<file path="src/rtl/dly_cal_pkg.sv">
package dly_cal_pkg;
    localparam int NUM_CAL = 3;
    localparam int SEL_W   = 2;

    typedef enum logic [1:0] {
        ST_IDLE   = 2'd0,
        ST_REQ    = 2'd1,
        ST_WAIT   = 2'd2,
        ST_FINISH = 2'd3
    } cal_state_e;
endpackage

</file>
<file path="src/rtl/dcal_run_track.sv">
module dcal_run_track #(
    parameter int CODE_W = 8
) (
    input  logic              clk,
    input  logic              rst,
    input  logic              clr_i,
    input  logic              smp_i,
    input  logic              pass_i,
    input  logic [CODE_W-1:0] code_i,
    output logic [CODE_W-1:0] best_start_o,
    output logic [CODE_W:0]   best_len_o
);
    localparam logic [CODE_W:0] LEN_ONE = 1;

    typedef struct packed {
        logic [CODE_W-1:0] run_start;
        logic [CODE_W:0]   run_len;
        logic [CODE_W-1:0] best_start;
        logic [CODE_W:0]   best_len;
    } trk_t;

    trk_t trk_d, trk_q;
    logic [CODE_W:0]   new_len;
    logic [CODE_W-1:0] new_start;

    always_comb begin
        trk_d     = trk_q;
        new_len   = (trk_q.run_len == '0) ? LEN_ONE : trk_q.run_len + LEN_ONE;
        new_start = (trk_q.run_len == '0) ? code_i : trk_q.run_start;
        if (clr_i) begin
            trk_d = '0;
        end else if (smp_i) begin
            if (pass_i) begin
                trk_d.run_len   = new_len;
                trk_d.run_start = new_start;
                // strictly longer only: an equal later run keeps the earlier one
                if (new_len > trk_q.best_len) begin
                    trk_d.best_len   = new_len;
                    trk_d.best_start = new_start;
                end
            end else begin
                trk_d.run_len = '0;
            end
        end
    end

    always_ff @(posedge clk) begin
        if (rst) trk_q <= '0;
        else     trk_q <= trk_d;
    end

    assign best_start_o = trk_q.best_start;
    assign best_len_o   = trk_q.best_len;
endmodule

</file>
<file path="src/rtl/dcal_mid_calc.sv">
module dcal_mid_calc #(
    parameter int CODE_W = 8
) (
    input  logic [CODE_W-1:0] start_i,
    input  logic [CODE_W:0]   len_i,
    output logic [CODE_W-1:0] mid_o,
    output logic [CODE_W:0]   width_o,
    output logic              empty_o
);
    localparam logic [CODE_W:0] ONE = 1;

    logic [CODE_W:0] hi_ext;
    logic [CODE_W:0] sum;

    always_comb begin
        hi_ext  = {1'b0, start_i} + len_i - ONE;
        sum     = {1'b0, start_i} + hi_ext;
        mid_o   = sum[CODE_W:1];
        width_o = len_i;
        empty_o = (len_i == '0);
    end
endmodule

</file>
<file path="src/rtl/dly_cal_ctrl.sv">
module dly_cal_ctrl
    import dly_cal_pkg::*;
#(
    parameter int CODE_W = 8
) (
    input  logic              clk,
    input  logic              rst,
    input  logic              start_i,
    input  logic [CODE_W-1:0] max_code_i,
    input  logic [CODE_W-1:0] seed_wr_i,
    input  logic [CODE_W-1:0] seed_rd_i,
    input  logic [CODE_W-1:0] seed_gate_i,
    output logic              test_req_o,
    output logic [SEL_W-1:0]  test_sel_o,
    output logic [CODE_W-1:0] test_code_o,
    input  logic              test_done_i,
    input  logic              test_pass_i,
    output logic [CODE_W-1:0] wr_dly_o,
    output logic [CODE_W-1:0] rd_dly_o,
    output logic [CODE_W-1:0] gate_dly_o,
    output logic [CODE_W:0]   wr_width_o,
    output logic [CODE_W:0]   rd_width_o,
    output logic [CODE_W:0]   gate_width_o,
    output logic [NUM_CAL-1:0] err_o,
    output logic              busy_o,
    output logic              done_o
);
    localparam logic [CODE_W-1:0] CODE_ONE = 1;
    localparam logic [SEL_W-1:0]  SEL_ONE  = 1;
    localparam logic [SEL_W-1:0]  SEL_LAST = SEL_W'(NUM_CAL - 1);

    typedef struct packed {
        cal_state_e                       st;
        logic [SEL_W-1:0]                 sel;
        logic [CODE_W-1:0]                code;
        logic [CODE_W-1:0]                max;
        logic [NUM_CAL-1:0][CODE_W-1:0]   dly;
        logic [NUM_CAL-1:0][CODE_W:0]     width;
        logic [NUM_CAL-1:0]               err;
        logic                             done;
    } ctl_t;

    ctl_t ctl_d, ctl_q;

    logic              trk_clr, trk_smp;
    logic [CODE_W-1:0] best_start;
    logic [CODE_W:0]   best_len;
    logic [CODE_W-1:0] win_mid;
    logic [CODE_W:0]   win_width;
    logic              win_empty;

    dcal_run_track #(.CODE_W(CODE_W)) trk_i (
        .clk         (clk),
        .rst         (rst),
        .clr_i       (trk_clr),
        .smp_i       (trk_smp),
        .pass_i      (test_pass_i),
        .code_i      (ctl_q.code),
        .best_start_o(best_start),
        .best_len_o  (best_len)
    );

    dcal_mid_calc #(.CODE_W(CODE_W)) mid_i (
        .start_i(best_start),
        .len_i  (best_len),
        .mid_o  (win_mid),
        .width_o(win_width),
        .empty_o(win_empty)
    );

    always_comb begin
        ctl_d      = ctl_q;
        ctl_d.done = 1'b0;
        trk_clr    = 1'b0;
        trk_smp    = 1'b0;
        unique case (ctl_q.st)
            ST_IDLE: begin
                if (start_i) begin
                    ctl_d.max   = max_code_i;
                    ctl_d.dly   = {seed_gate_i, seed_rd_i, seed_wr_i};
                    ctl_d.width = '0;
                    ctl_d.err   = '0;
                    ctl_d.sel   = '0;
                    ctl_d.code  = '0;
                    ctl_d.st    = ST_REQ;
                    trk_clr     = 1'b1;
                end
            end
            ST_REQ: begin
                ctl_d.st = ST_WAIT;
            end
            ST_WAIT: begin
                if (test_done_i) begin
                    trk_smp = 1'b1;
                    if (ctl_q.code == ctl_q.max) begin
                        ctl_d.st = ST_FINISH;
                    end else begin
                        ctl_d.code = ctl_q.code + CODE_ONE;
                        ctl_d.st   = ST_REQ;
                    end
                end
            end
            ST_FINISH: begin
                trk_clr = 1'b1;
                if (win_empty) begin
                    ctl_d.err[ctl_q.sel]   = 1'b1;
                    ctl_d.width[ctl_q.sel] = '0;
                end else begin
                    ctl_d.dly[ctl_q.sel]   = win_mid;
                    ctl_d.width[ctl_q.sel] = win_width;
                end
                if (ctl_q.sel == SEL_LAST) begin
                    ctl_d.st   = ST_IDLE;
                    ctl_d.done = 1'b1;
                end else begin
                    ctl_d.sel  = ctl_q.sel + SEL_ONE;
                    ctl_d.code = '0;
                    ctl_d.st   = ST_REQ;
                end
            end
            default: ctl_d.st = ST_IDLE;
        endcase
    end

    always_ff @(posedge clk) begin
        if (rst) ctl_q <= '0;
        else     ctl_q <= ctl_d;
    end

    assign test_req_o  = (ctl_q.st == ST_REQ);
    assign test_sel_o  = ctl_q.sel;
    assign test_code_o = ctl_q.code;
    assign err_o       = ctl_q.err;
    assign busy_o      = (ctl_q.st != ST_IDLE);
    assign done_o      = ctl_q.done;

    logic [NUM_CAL-1:0][CODE_W-1:0] dly_vec;
    logic [NUM_CAL-1:0][CODE_W:0]   wid_vec;

    for (genvar g = 0; g < NUM_CAL; g++) begin : g_res
        assign dly_vec[g] = ctl_q.dly[g];
        assign wid_vec[g] = ctl_q.width[g];
    end

    assign wr_dly_o     = dly_vec[0];
    assign rd_dly_o     = dly_vec[1];
    assign gate_dly_o   = dly_vec[2];
    assign wr_width_o   = wid_vec[0];
    assign rd_width_o   = wid_vec[1];
    assign gate_width_o = wid_vec[2];
endmodule

</file>
<file path="config.mk">
export PLATFORM = sky130hd
export DESIGN_NAME = dly_cal_ctrl
export DESIGN_NICKNAME = d
export VERILOG_FILES = /design/src/rtl/dly_cal_pkg.sv /design/src/rtl/dcal_run_track.sv /design/src/rtl/dcal_mid_calc.sv /design/src/rtl/dly_cal_ctrl.sv
export SDC_FILE = /design/constraint.sdc
export NUM_CORES = 1
export LEC_CHECK = 0
export BUFFER_PORTS_ARGS = -buffer_cell sky130_fd_sc_hd__buf_2
export CAP_MARGIN = 20
export CORE_MARGIN = 4
export CORE_UTILIZATION = 45
export CTS_CLUSTER_SIZE = 16
export DETAILED_ROUTE_END_ITERATION = 10
export PLACE_DENSITY = 0.69
export SKIP_CTS_REPAIR_TIMING = 1
export SKIP_LAST_GASP = 1
export SYNTH_ARGS = -nofsm -noshare
export SYNTH_HDL_FRONTEND = slang
export SYNTH_HIERARCHICAL = 1
export SYNTH_SLANG_ARGS = --single-unit
export TNS_END_PERCENT = 50
</file>
<file path="constraint.sdc">
create_clock -name clk -period 3.1 [get_ports clk]
set_input_delay 0 -clock clk [delete_from_list [all_inputs] [get_ports clk]]
set_output_delay 0 -clock clk [all_outputs]
set_load 0.05 [all_outputs]
</file>
# Word level (Yosys, flattened, before mapping)
# Cells that the tools add are included.
[word_totals]
word_cells = 88
input_bits = 37
reg_bits = 109
out_inout_bits = 67
[op_classes]
bitwise_logic = 4
n_addsub = 6
reduce_logical = 18
magnitude_cmp = 3
muxes = 30
eq_ne = 11
[op_table]
columns = ["cell", "count"]
rows = [
  ["54-bit case mux with 2 select lines", 1],
  ["74-bit two-way mux", 1],
  ["8-bit two-way mux", 4],
  ["27-bit AND", 1],
  ["27-bit bitwise mux", 1],
  ["27-bit two-way mux", 1],
  ["9-bit two-way mux", 3],
  ["27-bit NOT", 1],
  ["24-bit bitwise mux", 1],
  ["24-bit two-way mux", 1],
  ["8-bit case mux with 3 select lines", 1],
  ["8-bit by 9-bit adder with 9-bit output", 2],
  ["9-bit demux with 2-bit select", 1],
  ["9-bit logical NOT", 2],
  ["8-bit demux with 2-bit select", 1],
  ["3-bit AND reduction", 4],
  ["10-bit two-way mux", 1],
  ["2-bit inequality test, second input constant", 5],
  ["9-bit by 1-bit adder with 9-bit output, second input constant", 1],
  ["9-bit > comparator", 1],
  ["9-bit by 1-bit subtractor with 9-bit output, second input constant", 1],
  ["8-bit by 1-bit adder with 8-bit output, second input constant", 1],
  ["8-bit == test", 1],
  ["2-bit case mux with 4 select lines", 1],
  ["other kinds (21)", 34],
]

# Longest topological paths before layout
[logic_depth]
depth_word = 8
depth_mapped = 13
ltp_nobuf = 12

# Modules after synthesis
# The synthesis kept the hierarchy.
[modules_own_cells]
columns = ["module", "cells_per_inst", "seq_area_each_um2", "instances", "area_per_inst_um2"]
rows = [
  ["dly_cal_ctrl", 429, 1501.4, 1, 3711.1],
  ["dcal_run_track", 221, 680.7, 1, 2016.9],
  ["dcal_mid_calc", 85, 0.0, 1, 579.3],
]

# Least setup slack after synthesis
# No wires, ideal clock.
[synth_timing]
path_type = "register -> register"
from = "register trk_i/trk_q[17] in the netlist's numbering"
to = "register trk_i.trk_q (netlist bit trk_i/best_len_o[0])"
setup_ps = 72
required_ps = 3028
path_stages_with_launch = 14
arrival_ps = 2892
synth_period_minus_slack_ps = 2964
path_buffers = 2
slack_ps = 136
path_cell_list = "dfxtp_1 > inv_1 > ha_1 > nor4b_1 > nand2_1 > buf_4 > and2_1 > ha_1 > nand2_1 > o21a_1 > a211oi_2 > o21a_4 > buf_12 > mux2i_1"
[synth_via]
elab_chain_len = 4
word_cells_on_any_way = 5
cone_classes = "1 x add/sub; 1 x order compare; 1 x mux; 2 x reduce/logical"
[synth_lines]
columns = ["element", "line", "source"]
rows = [
  ["start, declared", "dcal_run_track.sv:22", "trk_t trk_d, trk_q;"],
  ["start signal, assigned", "dcal_run_track.sv:49", "else trk_q <= trk_d;"],
  ["9-bit by 1-bit adder with 9-bit output / 9-bit logical NOT (equally long branches)", "dcal_run_track.sv:28", "new_len = (trk_q.run_len == '0) ? LEN_ONE : trk_q.run_len + LEN_ONE;"],
  ["9-bit two-way mux (*)", "dcal_run_track.sv:28", ""],
  ["net trk_i.new_len[1]", "dcal_run_track.sv:23", "logic [CODE_W:0] new_len;"],
  ["9-bit > comparator (*)", "dcal_run_track.sv:37", "if (new_len > trk_q.best_len) begin"],
  ["3-bit AND reduction (no line) (*)", "-", ""],
]
# The timed path passes the listed nets; every way through them passes the cells marked *.
# A chain may end at the register's enable or synchronous reset.

# Worst setup path in the final report
[layout_timing]
from = "register trk_i/trk_q[19] in the netlist's numbering"
to = "register trk_i.trk_q (netlist bit trk_i/best_len_o[8])"
[layout_via]
elab_chain_len = 4
word_cells_on_any_way = 5
cone_classes = "1 x add/sub; 1 x order compare; 1 x mux; 2 x reduce/logical"
[layout_lines]
columns = ["element", "line"]
rows = [
  ["9-bit logical NOT", "dcal_run_track.sv:28"],
  ["9-bit two-way mux", "dcal_run_track.sv:28"],
  ["net trk_i.new_len[1]", "dcal_run_track.sv:23"],
  ["9-bit > comparator", "dcal_run_track.sv:37"],
  ["3-bit AND reduction (no line)", "-"],
]
# The timed path passes the listed nets, and every way through them passes these cells.

==> results.ini <==
[clock_tree]
clock_sinks=109
cts_tree=done
clock-root-buffer=clkbuf_16
numCtsBuffers=9
worstSkewPairLatency_ps=360
clk_pin_slew_ps=80
cts.htree.levels=3
ctsLongestPathBuffers=2

[routing]
viasPerCell=5.45
drt-initial-drc-count=351
wl_per_cell_microns=15.9
routed_wl_microns=14700
drc=0
vias=5042
firstDrtPassIters=5
ant_nets=0

[layout]
antenna_cells=0
multi_input_area_sq_um=3110
fin_nets=815
nFillCells=1310
syn_to_final_growth_pct=6.27
drive_gt1_share_pct=20.8
final_util_pct=49.6
finish.instance_area_sq_um=6700
regArea_sq_um=2180

[setup_path]
crit_slowest_cell=nor4_1
cp_num_buf_inv=0
start_kind=flip-flop
worstSetupPathType=flip-flop to flip-flop
endpoint_kind=flip-flop
cp.required_ps=3390
critPathArrivalTime_ps=3250
cp_max_fo=8
slowest_delay_ps=530
critPathMostFrequentCell=nand2_1
crit_chain=nor4_1 > nand2_1 > and2_1 > ha_1 > nand2_1 > o21a_1 > a211oi_4 > o21a_4 > mux2i_1
crit_family=simple AND/OR/NAND/NOR gates

[sta]
slew_headroom_pct=53.8
fin_crit_sh_pct=95.7
maxSlewViolCount=0
max_freq_mhz=337
setup_viol=0
finClkSkew_ps=7.68
rsz0062_at_grt=true
max_slew.worst_pin.slew_ps=693
hold_viol=0
finalCriticalPeriod_ps=2970

[die]
die_h_microns=126
core_area_sq_um=13500
io_pins=104
rows=42
start_util_pct=46.7
die_w_microns=126
die_area_sq_um=16000

[power_and_ir_drop]
p_leak_uw=0.00279
p_per_area_nw_per_um2=490
ir_drop_v=0.000450

[synthesis]
ys_warn_count=6
ys_ff_latch=109
synth_area_leaders=dfxtp_1 35%, buf_4 11%, ha_1 6.5%
yosysTopAreaCellShare_pct=34.6
syn-cell-area_sq_um=6310
async_flop_share_pct=0
synth_ff_type=dfxtp_1
synth-seq-area-share_pct=34.6
synth_cell_types=62
synth_edf_count=0
synth.largest_area_cell=dfxtp_1
synthCells=735
synthesis.nets=806
syn_area_per_cell_sq_um=8.58

[global_route]
overflow=0
grt_usage_pct=18.1
grt_pass1_vias=4762
grt_pass1_wl_microns=24100
antenna_found_initial=0
grt_max_degree=60

[flow_run]
cap_violations=0

[placement]
io_buffers=103
hpwlAfterDp_microns=10800
placement.cell_area_sq_um=6280
gp_congestion=0.939

[outcome]
status=finished, final reports clean

[worst_hold_path]
min_path_type=primary input to flip-flop

==> worst register-to-register path, stage by stage, from the launching register on <==
cell      delay, ps
dfxtp_1         390
nor4_1          530
nand2_1         200
and2_1          250
ha_1            310
nand2_1          50
o21a_1          240
a211oi_4        400
o21a_4          290
mux2i_1         220
==> metal layers <==
layer	up-vias	global-route usage (%)	wire, microns
li1	2493	-	-
met1	2365	23.7	6420
met2	169	30.1	7140
met3	15	4.75	976
met4	0	4.04	172
met5	-	0	0
==> cell type report <==
class                           count  area share (%)
Multi-Input combinational cell    447            46.3
Inverter                           55            3.08
Clock inverter                      6            1.18
Clock buffer                       10            3.42
Timing Repair Buffer              122            10.1
Sequential cell                   109            32.6
Tap cell                          176            3.29
==> cell usage in the layout, fill, tap and decap left out, types with 5 or more instances in the layout <==
| cell type | n |
|---|---|
| dfxtp_1 | 107 |
| buf_2 | 103 |
| nor2_1 | 80 |
| inv_1 | 53 |
| nand2_1 | 53 |
| a22oi_1 | 49 |
| a21oi_1 | 33 |
| ha_1 | 32 |
| a211oi_1 | 29 |
| mux2i_1 | 19 |
| xnor2_1 | 18 |
| nand3_1 | 12 |
| buf_4 | 11 |
| or3_1 | 9 |
| a32oi_1 | 9 |
| clkbuf_16 | 9 |
| and2_1 | 8 |
| o21ai_0 | 8 |
| dlygate4sd3_1 | 8 |
| o211ai_1 | 6 |
| nor2b_1 | 5 |
| nor3_1 | 5 |
| o211a_1 | 5 |
==> worst paths after layout <==
check                       start  cells after the start                   to  slack (ps)
hold reg to reg         ctl_q[58]                      2            ctl_q[58]         470
setup / recovery  trk_i/trk_q[19]                      9  trk_i/best_len_o[8]         130
setup reg to reg  trk_i/trk_q[19]                      9  trk_i/best_len_o[8]         130
hold / removal       seed_wr_i[7]                      3          wr_dly_o[7]          10
==> cells in the mapped netlist, types with 12 or more instances <==
cell	n
a22oi_1	49
xnor2_1	18
clkbuf_1	24
mux2i_1	19
inv_1	53
nor2_1	80
dfxtp_1	109
a21oi_1	33
nand2_1	53
nand3_1	12
buf_4	92
ha_1	33
a211oi_1	29
==> where the power goes <==
part | switching [uW] | internal (uW)
sequential | 33.6 | 1460
combinational | 426 | 173
clock | 553 | 644
total | 1010 | 2270
==> flip-flops by register name, summed over array words and instances, names as in the netlist, 9 cells and up <==
| signal | count |
|---|---|
| trk_i/trk_q | 17 |
| rd_width_o | 9 |
| trk_i/best_len_o | 9 |
| ctl_q | 10 |
| gate_width_o | 9 |
| wr_width_o | 9 |
==> cell families (layout without fill, tap and decap cells) <==
| logic type | after synthesis | count (layout) | synth area share, % |
|---|---|---|---|
| AND/OR/NAND/NOR | 194 | 194 | 14.2 |
| AO/OA/AOI/OAI | 172 | 173 | 20.5 |
| flip-flops | 109 | 109 | 34.6 |
| adder cells (fa/ha/maj) | 34 | 34 | 6.86 |
| multiplexers | 23 | 23 | 3.73 |
| XOR/XNOR | 23 | 23 | 3.55 |
| buffers and inverters | 180 | 193 | 16.6 |
==> stage by stage <==
step	hold slack [ps]	cells	worst slack (ps)	total power (uW)	TNS, ps
floorplan	136	735	136	2030	0
global placement	241	899	241	2100	0
detailed placement	252	899	105	2110	0
CTS	-130	915	93.3	3310	0
global route	26.4	925	-51.6	3440	-234
finish	12.3	925	134	3290	0
(Power assumes the default switching activity.)
